==> src/rtl/mdio_pkg.sv <==
`timescale 1ns/1ps
package mdio_pkg;
  typedef enum logic [1:0] {KIND_NONE, KIND_RD, KIND_WR, KIND_POLL} xfer_kind_e;

  localparam int FRAME_BITS = 64;
  localparam int TA_POS = 46;
  localparam int DATA_POS = 48;
  localparam int GAP_W = 11;
  localparam logic [4:0] PHY_ADDR_DEFAULT = 5'b00001;
  localparam logic [4:0] POLL_REG = 5'd1;
  localparam int LINK_BIT = 2;

  function automatic logic [GAP_W-1:0] gap_cycles(input logic [1:0] sel);
    case (sel)
      2'd0: gap_cycles = 11'd1024;
      2'd1: gap_cycles = 11'd512;
      2'd2: gap_cycles = 11'd128;
      default: gap_cycles = 11'd64;
    endcase
  endfunction
endpackage

==> src/rtl/mdio_frame.sv <==
`timescale 1ns/1ps
module mdio_frame #(
  parameter int HALF_NORM = 8,
  parameter int HALF_FAST = 2
) (
  input  logic        clk,
  input  logic        rst,
  input  logic        start,
  input  logic        fast,
  input  logic        is_read,
  input  logic [4:0]  phy,
  input  logic [4:0]  regad,
  input  logic [15:0] wdata,
  input  logic        mdio_i,
  output logic        busy,
  output logic        done,
  output logic [15:0] rdata,
  output logic        mdc,
  output logic        mdio_o,
  output logic        mdio_oe
);
  import mdio_pkg::*;
  localparam int HW = $clog2(HALF_NORM) + 1;

  logic [FRAME_BITS-1:0] frm;
  logic [5:0]            bitn;
  logic [5:0]            nxt;
  logic [HW-1:0]         hcnt, hlim;
  logic                  rd_q;

  assign nxt = bitn + 6'd1;

  always_ff @(posedge clk) begin
    if (rst) begin
      busy <= 1'b0; done <= 1'b0; mdc <= 1'b0;
      mdio_o <= 1'b0; mdio_oe <= 1'b0;
      frm <= '0; bitn <= '0; hcnt <= '0; hlim <= '0;
      rd_q <= 1'b0; rdata <= '0;
    end else begin
      done <= 1'b0;
      if (!busy) begin
        mdc <= 1'b0;
        if (start) begin
          busy <= 1'b1;
          frm <= {32'hFFFF_FFFF, 2'b01, (is_read ? 2'b10 : 2'b01), phy, regad,
                  2'b10, (is_read ? 16'h0000 : wdata)};
          bitn <= '0;
          hcnt <= '0;
          hlim <= fast ? HW'(HALF_FAST - 1) : HW'(HALF_NORM - 1);
          rd_q <= is_read;
          mdio_o <= 1'b1;
          mdio_oe <= 1'b1;
        end
      end else if (hcnt == hlim) begin
        hcnt <= '0;
        if (!mdc) begin
          mdc <= 1'b1;
          if (rd_q && bitn >= 6'(DATA_POS))
            rdata <= {rdata[14:0], mdio_i};
        end else begin
          mdc <= 1'b0;
          if (bitn == 6'(FRAME_BITS - 1)) begin
            busy <= 1'b0;
            done <= 1'b1;
            mdio_oe <= 1'b0;
            mdio_o <= 1'b0;
          end else begin
            bitn <= nxt;
            mdio_o <= frm[~nxt];
            mdio_oe <= !(rd_q && nxt >= 6'(TA_POS));
          end
        end
      end else begin
        hcnt <= hcnt + HW'(1);
      end
    end
  end
endmodule

==> src/rtl/mdio_poll_sched.sv <==
`timescale 1ns/1ps
module mdio_poll_sched #(
  parameter int HALF_NORM = 8,
  parameter int HALF_FAST = 2
) (
  input  logic       clk,
  input  logic       rst,
  input  logic       poll_en,
  input  logic [1:0] sel,
  input  logic       fast,
  input  logic       poll_done,
  output logic       due
);
  import mdio_pkg::*;
  localparam int PW = $clog2(2 * HALF_NORM) + 1;

  logic [GAP_W-1:0] gap_cnt;
  logic [PW-1:0]    pre, plim;

  assign plim = fast ? PW'(2 * HALF_FAST - 1) : PW'(2 * HALF_NORM - 1);
  assign due  = poll_en && (gap_cnt == '0);

  always_ff @(posedge clk) begin
    if (rst || !poll_en) begin
      gap_cnt <= '0;
      pre <= '0;
    end else if (poll_done) begin
      gap_cnt <= gap_cycles(sel);
      pre <= '0;
    end else if (gap_cnt != '0) begin
      if (pre == plim) begin
        pre <= '0;
        gap_cnt <= gap_cnt - GAP_W'(1);
      end else begin
        pre <= pre + PW'(1);
      end
    end
  end
endmodule

==> src/rtl/mdio_link_track.sv <==
`timescale 1ns/1ps
module mdio_link_track (
  input  logic        clk,
  input  logic        rst,
  input  logic        poll_done,
  input  logic [15:0] poll_data,
  output logic        link_up,
  output logic        link_chg
);
  import mdio_pkg::*;

  always_ff @(posedge clk) begin
    if (rst) begin
      link_up <= 1'b0;
      link_chg <= 1'b0;
    end else if (poll_done) begin
      link_chg <= poll_data[LINK_BIT] != link_up;
      link_up <= poll_data[LINK_BIT];
    end else begin
      link_chg <= 1'b0;
    end
  end
endmodule

==> src/rtl/mdio_poll_engine.sv <==
`timescale 1ns/1ps
module mdio_poll_engine #(
  parameter int MDC_HALF = 8
) (
  input  logic        clk,
  input  logic        rst,
  input  logic        rd_go,
  input  logic        wr_go,
  input  logic [4:0]  reg_addr,
  input  logic [15:0] wr_data,
  input  logic        phy_we,
  input  logic [4:0]  phy_wdata,
  input  logic        phy_opt,
  input  logic        poll_en,
  input  logic [1:0]  poll_sel,
  input  logic        fast_mdc,
  input  logic        rx_er,
  input  logic        err_clr,
  input  logic        mdio_i,
  output logic        rd_cmd,
  output logic        wr_cmd,
  output logic        done,
  output logic [15:0] rd_data,
  output logic        link_up,
  output logic        link_chg,
  output logic        err_flag,
  output logic        mdc,
  output logic        mdio_o,
  output logic        mdio_oe
);
  import mdio_pkg::*;
  localparam int HALF_FAST = (MDC_HALF / 4 > 0) ? MDC_HALF / 4 : 1;

  xfer_kind_e  next_kind, cur_kind;
  logic        fr_busy, fr_done, fr_start, poll_due, poll_done;
  logic [15:0] fr_rdata;
  logic [4:0]  phy_addr_q, phy_eff, fr_reg;

  assign next_kind = rd_cmd ? KIND_RD : (wr_cmd ? KIND_WR : KIND_POLL);
  assign fr_start  = !fr_busy && !fr_done && (rd_cmd || wr_cmd || poll_due);
  assign phy_eff   = phy_opt ? PHY_ADDR_DEFAULT : phy_addr_q;
  assign fr_reg    = (next_kind == KIND_POLL) ? POLL_REG : reg_addr;
  assign poll_done = fr_done && (cur_kind == KIND_POLL);

  always_ff @(posedge clk) begin
    if (rst) begin
      cur_kind <= KIND_NONE;
      rd_cmd <= 1'b0; wr_cmd <= 1'b0; done <= 1'b0;
      rd_data <= '0; phy_addr_q <= PHY_ADDR_DEFAULT; err_flag <= 1'b0;
    end else begin
      if (fr_start) cur_kind <= next_kind;

      if (rd_go) rd_cmd <= 1'b1;
      else if (fr_done && cur_kind == KIND_RD) rd_cmd <= 1'b0;

      if (wr_go) wr_cmd <= 1'b1;
      else if (fr_done && cur_kind == KIND_WR) wr_cmd <= 1'b0;

      if (rd_go || wr_go) done <= 1'b0;
      else if (fr_done && cur_kind != KIND_POLL) done <= 1'b1;

      if (fr_done && cur_kind == KIND_RD) rd_data <= fr_rdata;

      if (phy_we) phy_addr_q <= phy_wdata;

      if (rx_er) err_flag <= 1'b1;
      else if (err_clr) err_flag <= 1'b0;
    end
  end

  mdio_frame #(.HALF_NORM(MDC_HALF), .HALF_FAST(HALF_FAST)) u_frame (
    .clk(clk), .rst(rst), .start(fr_start),
    .fast(next_kind == KIND_POLL && fast_mdc),
    .is_read(next_kind != KIND_WR), .phy(phy_eff), .regad(fr_reg),
    .wdata(wr_data), .mdio_i(mdio_i), .busy(fr_busy), .done(fr_done),
    .rdata(fr_rdata), .mdc(mdc), .mdio_o(mdio_o), .mdio_oe(mdio_oe)
  );

  mdio_poll_sched #(.HALF_NORM(MDC_HALF), .HALF_FAST(HALF_FAST)) u_sched (
    .clk(clk), .rst(rst), .poll_en(poll_en), .sel(poll_sel),
    .fast(fast_mdc), .poll_done(poll_done), .due(poll_due)
  );

  mdio_link_track u_link (
    .clk(clk), .rst(rst), .poll_done(poll_done), .poll_data(fr_rdata),
    .link_up(link_up), .link_chg(link_chg)
  );
endmodule

==> config.mk <==
export PLATFORM = sky130hd
export DESIGN_NAME = mdio_poll_engine
export DESIGN_NICKNAME = d
export VERILOG_FILES = /design/src/rtl/mdio_pkg.sv /design/src/rtl/mdio_frame.sv /design/src/rtl/mdio_poll_sched.sv /design/src/rtl/mdio_link_track.sv /design/src/rtl/mdio_poll_engine.sv
export SDC_FILE = /design/constraint.sdc
export NUM_CORES = 1
export LEC_CHECK = 0
export ABC_AREA = 1
export BUFFER_PORTS_ARGS = -buffer_cell sky130_fd_sc_hd__buf_2
export CAP_MARGIN = 10
export CELL_PAD_IN_SITES_DETAIL_PLACEMENT = 0
export CELL_PAD_IN_SITES_GLOBAL_PLACEMENT = 2
export CORE_MARGIN = 1
export CORE_UTILIZATION = 33
export DETAILED_ROUTE_END_ITERATION = 10
export HOLD_SLACK_MARGIN = 0.15
export PLACE_DENSITY = 0.91
export SKIP_CTS_REPAIR_TIMING = 1
export SLEW_MARGIN = 15
export SYNTH_ARGS = -nofsm -noshare
export SYNTH_HDL_FRONTEND = slang
export SYNTH_HIERARCHICAL = 1
export SYNTH_SLANG_ARGS = --single-unit
export TNS_END_PERCENT = 50
==> constraint.sdc <==
create_clock -name clk -period 3.1 [get_ports clk]
set_input_delay 0.465 -clock clk [delete_from_list [all_inputs] [get_ports clk]]
set_output_delay 0.465 -clock clk [all_outputs]
set_load 0.005 [all_outputs]
==> metrics.txt <==
number of global-route vias before repair=4353; Via density=4.63; status=completed; register area share after synthesis=40.9%; Iteration-0 DRC Markers=279; DRT Pass-1 Iters=4; Post-Synth Simple-Gate Area=29.9%; Worst Path Arrival=2.86 ns; main combinational cell family by area after synthesis=simple AND/OR/NAND/NOR gates; starting density of the core=34.0%; Remaining Overflow, GRT=0; Synth Register Bits=106; Leakage=2.56 nW; Hold Vio Cnt, Final=0; post-synthesis adder-cell area fraction=1.21%; Worst Skew=0.00568 ns; Final HPWL DP=8490 um; cells after synthesis=717; CORE AREA=15300 um^2; Synth Cell Area=5190 um^2; Routed Antenna Nets=0; FP Rows=45; # port buffers=63; clock power share=41.3%; share of layout cells above drive strength 1=21.2%; dominant synthesized flop cell=dfxtp_1; DRT Wirelength=12100 um; CTS root buf=clkbuf_16; post-synthesis async set-or-reset flop share=0%; Power Dens Cells=536 nW/um^2; Fmax achieved=0.389 GHz; fill cell count=1622; worst skew pair latency=0.36 ns; min cycle time layout=2.57 ns; Crit Path Class=register to register; DP Worst Slack=0.527 ns; setup violators final=0; Synth Area in Compound Gates=15.4%; H-tree Lvls=3; max-cap violations=0; GP Congestion=0.859; Tcrit/Tclk final=82.9%; multiplexer share of the synthesized area=0%; syn_nets=761; Via Count=4558; Yosys cell types=41; setup slack after layout=0.529 ns; top cell type's share of synthesized area=40.9%; P_int=2.36 mW; synth warn=6; I/O Pins=64; Antenna diodes=0; Hold WC Path Type=input port to register; wire length per cell=12.2 um; initial antenna violation count=0; sw frac=26.2%; area grow syn2layout=14.9%; Pins Over Slew Limit=0; maximum VDD drop=0.317 mV; clock-pin slew on the worst setup and hold paths=0.07 ns; multi-input logic area=2460 um^2; most numerous cell in the Yosys netlist=nand2_1; Syn Area/Cell=7.24 um^2; CTS tree=built; global-route wire length before repair=20600 um; Critical Path Source Type=register; Die ar.=16200 um^2; drt drc=0; ranking of synthesized cells by area=dfxtp_1 41%, nand2_1 11%, a21oi_1 6.7%; Synth Area in XOR/XNOR=1.01%; Nets=814; GRT Resource Usage Total=16.0%; CTS max path bufs=2; cell taking the most area after synthesis=dfxtp_1; crit path capture type=register; setup_tns=0 ns; Die Span X=127 um; combinational power share=13.3%; top cells by count, synth=155 x nand2_1, 106 x dfxtp_1, 91 x inv_1, 69 x a21oi_1, 55 x nor2_1; FF/Latch Area=2120 um^2; Sw Pwr=0.838 mW; max_slew headroom=35.0%; Least-Margin Pin Slew=0.974 ns; clk sink count=106; RSZ-0062 raised after global routing=no; CP required=3.39 ns; number of enable flip-flop cells after synthesis=0; CTS Buf Count=9; Flop pwr share=45.5%; crit path max fanout=21; Die H=127 um; pin count of the biggest net entering global routing=45
==> flip-flops by register name, summed over array words and instances, names as in the netlist <==
signal and count:
u_frame/frm 29, rd_data 16, u_frame/rdata 16, u_sched/gap_cnt 11, u_frame/bitn 6, phy_addr_q 5, u_sched/pre 5, u_frame/hcnt 4
cur_kind 2, done 1, err_flag 1, rd_cmd 1, u_frame/busy 1, u_frame/done 1, u_frame/hlim 1, u_frame/mdc 1
u_frame/mdio_o 1, u_frame/mdio_oe 1, u_link/link_chg 1, u_link/link_up 1, wr_cmd 1
==> worst paths after layout <==
kind | slack [ns] | depth (start not counted) | from | end
worst min-delay path | 0.32 | 3 | rx_er | err_flag
worst min register to register | 0.45 | 2 | u_frame/rdata[15] | u_frame/rdata[15]
worst max-delay path | 0.53 | 16 | u_sched/gap_cnt[0] | u_frame/frm[4]
worst max register to register | 0.53 | 16 | u_sched/gap_cnt[0] | u_frame/frm[4]
==> metal layers <==
metal | track usage (%) | vias to the layer above | share of wire (%)
li1 | - | 2397 | -
met1 | 20.1 | 2048 | 49
met2 | 26.4 | 98 | 45
met3 | 3.77 | 15 | 4.1
met4 | 6.09 | 0 | 1.7
met5 | 0 | - | 0
==> through the flow <==
step           instance area [um^2]  util (%)  instances  power (mW)  hold slack (ns)
5_1_grt                        5970      39.1        985        3.35            0.308
3_5_place_dp                   5620      36.9        970        1.91            0.437
2_1_floorplan                  5190         -        717        1.80            0.421
3_3_place_gp                   5620      36.9        970        1.91            0.434
6_report                       5970      39.1        985        3.20            0.316
4_1_cts                        5970      39.1        985        3.25            0.306
==> critical path: stages, from the launching register on <==
cell     delay (ns)
dfxtp_1        0.31
inv_1          0.11
ha_1           0.21
nand2_1        0.10
nor2_4         0.15
nand2_4        0.15
nor2_1         0.12
inv_1          0.05
nand2_1        0.07
nand2_2        0.08
inv_1          0.10
inv_2          0.05
nor2_4         0.18
inv_2          0.19
nor2_4         0.38
nand2_1        0.10
a21oi_1        0.14
==> cells by family after synthesis <==
kind of cell | Yosys count
AO/OA/AOI/OAI | 139
XOR/XNOR | 6
buffers and inverters | 134
adder cells (fa/ha/maj) | 5
flip-flops | 106
AND/OR/NAND/NOR | 327
==> placed cells by master (no fill, tap or decap), types with 2 or more instances in the layout <==
| cell type | Yosys | final |
|---|---|---|
| nand2_1 | 155 | 155 |
| dfxtp_1 | 106 | 106 |
| inv_1 | 91 | 91 |
| a21oi_1 | 69 | 69 |
| buf_2 | 7 | 63 |
| nor2_1 | 55 | 55 |
| nand3_1 | 53 | 53 |
| o21ai_0 | 22 | 22 |
| o21ai_1 | 21 | 21 |
| nand2_2 | 18 | 18 |
| nand4_1 | 17 | 17 |
| a21oi_2 | 17 | 17 |
| inv_2 | 12 | 12 |
| clkbuf_16 | 0 | 9 |
| nor2_2 | 7 | 7 |
| buf_4 | 4 | 7 |
| a211oi_1 | 5 | 5 |
| xor2_1 | 5 | 5 |
| ha_1 | 5 | 5 |
| nor2_4 | 4 | 4 |
| nand2_4 | 4 | 4 |
| bufinv_16 | 0 | 3 |
| o21ai_2 | 3 | 3 |
| or2_2 | 2 | 2 |
| nand3_4 | 2 | 2 |
| clkinv_2 | 1 | 2 |
| nor3_2 | 2 | 2 |
| nand3_2 | 2 | 2 |
==> power groups by stage <==
stage	clock (mW)	sequential [mW]	combinational (mW)
final	1.32	1.45	0.425
after global routing	1.41	1.46	0.486
after CTS	1.36	1.45	0.429
after detailed placement	0	1.49	0.426
after global placement	0	1.48	0.421
after floorplan	0	1.48	0.322
==> cell type report <==
| cell class | instances | share of cell area [%] |
|---|---|---|
| clock buffers | 10 | 4.01 |
| clock inverters | 5 | 1.72 |
| inverters | 106 | 6.82 |
| multi-input cells | 477 | 41.3 |
| flip-flops and latches | 106 | 35.6 |
| well taps | 211 | 4.43 |
| repair buffers | 70 | 6.17 |
(Power assumes the default switching activity.)
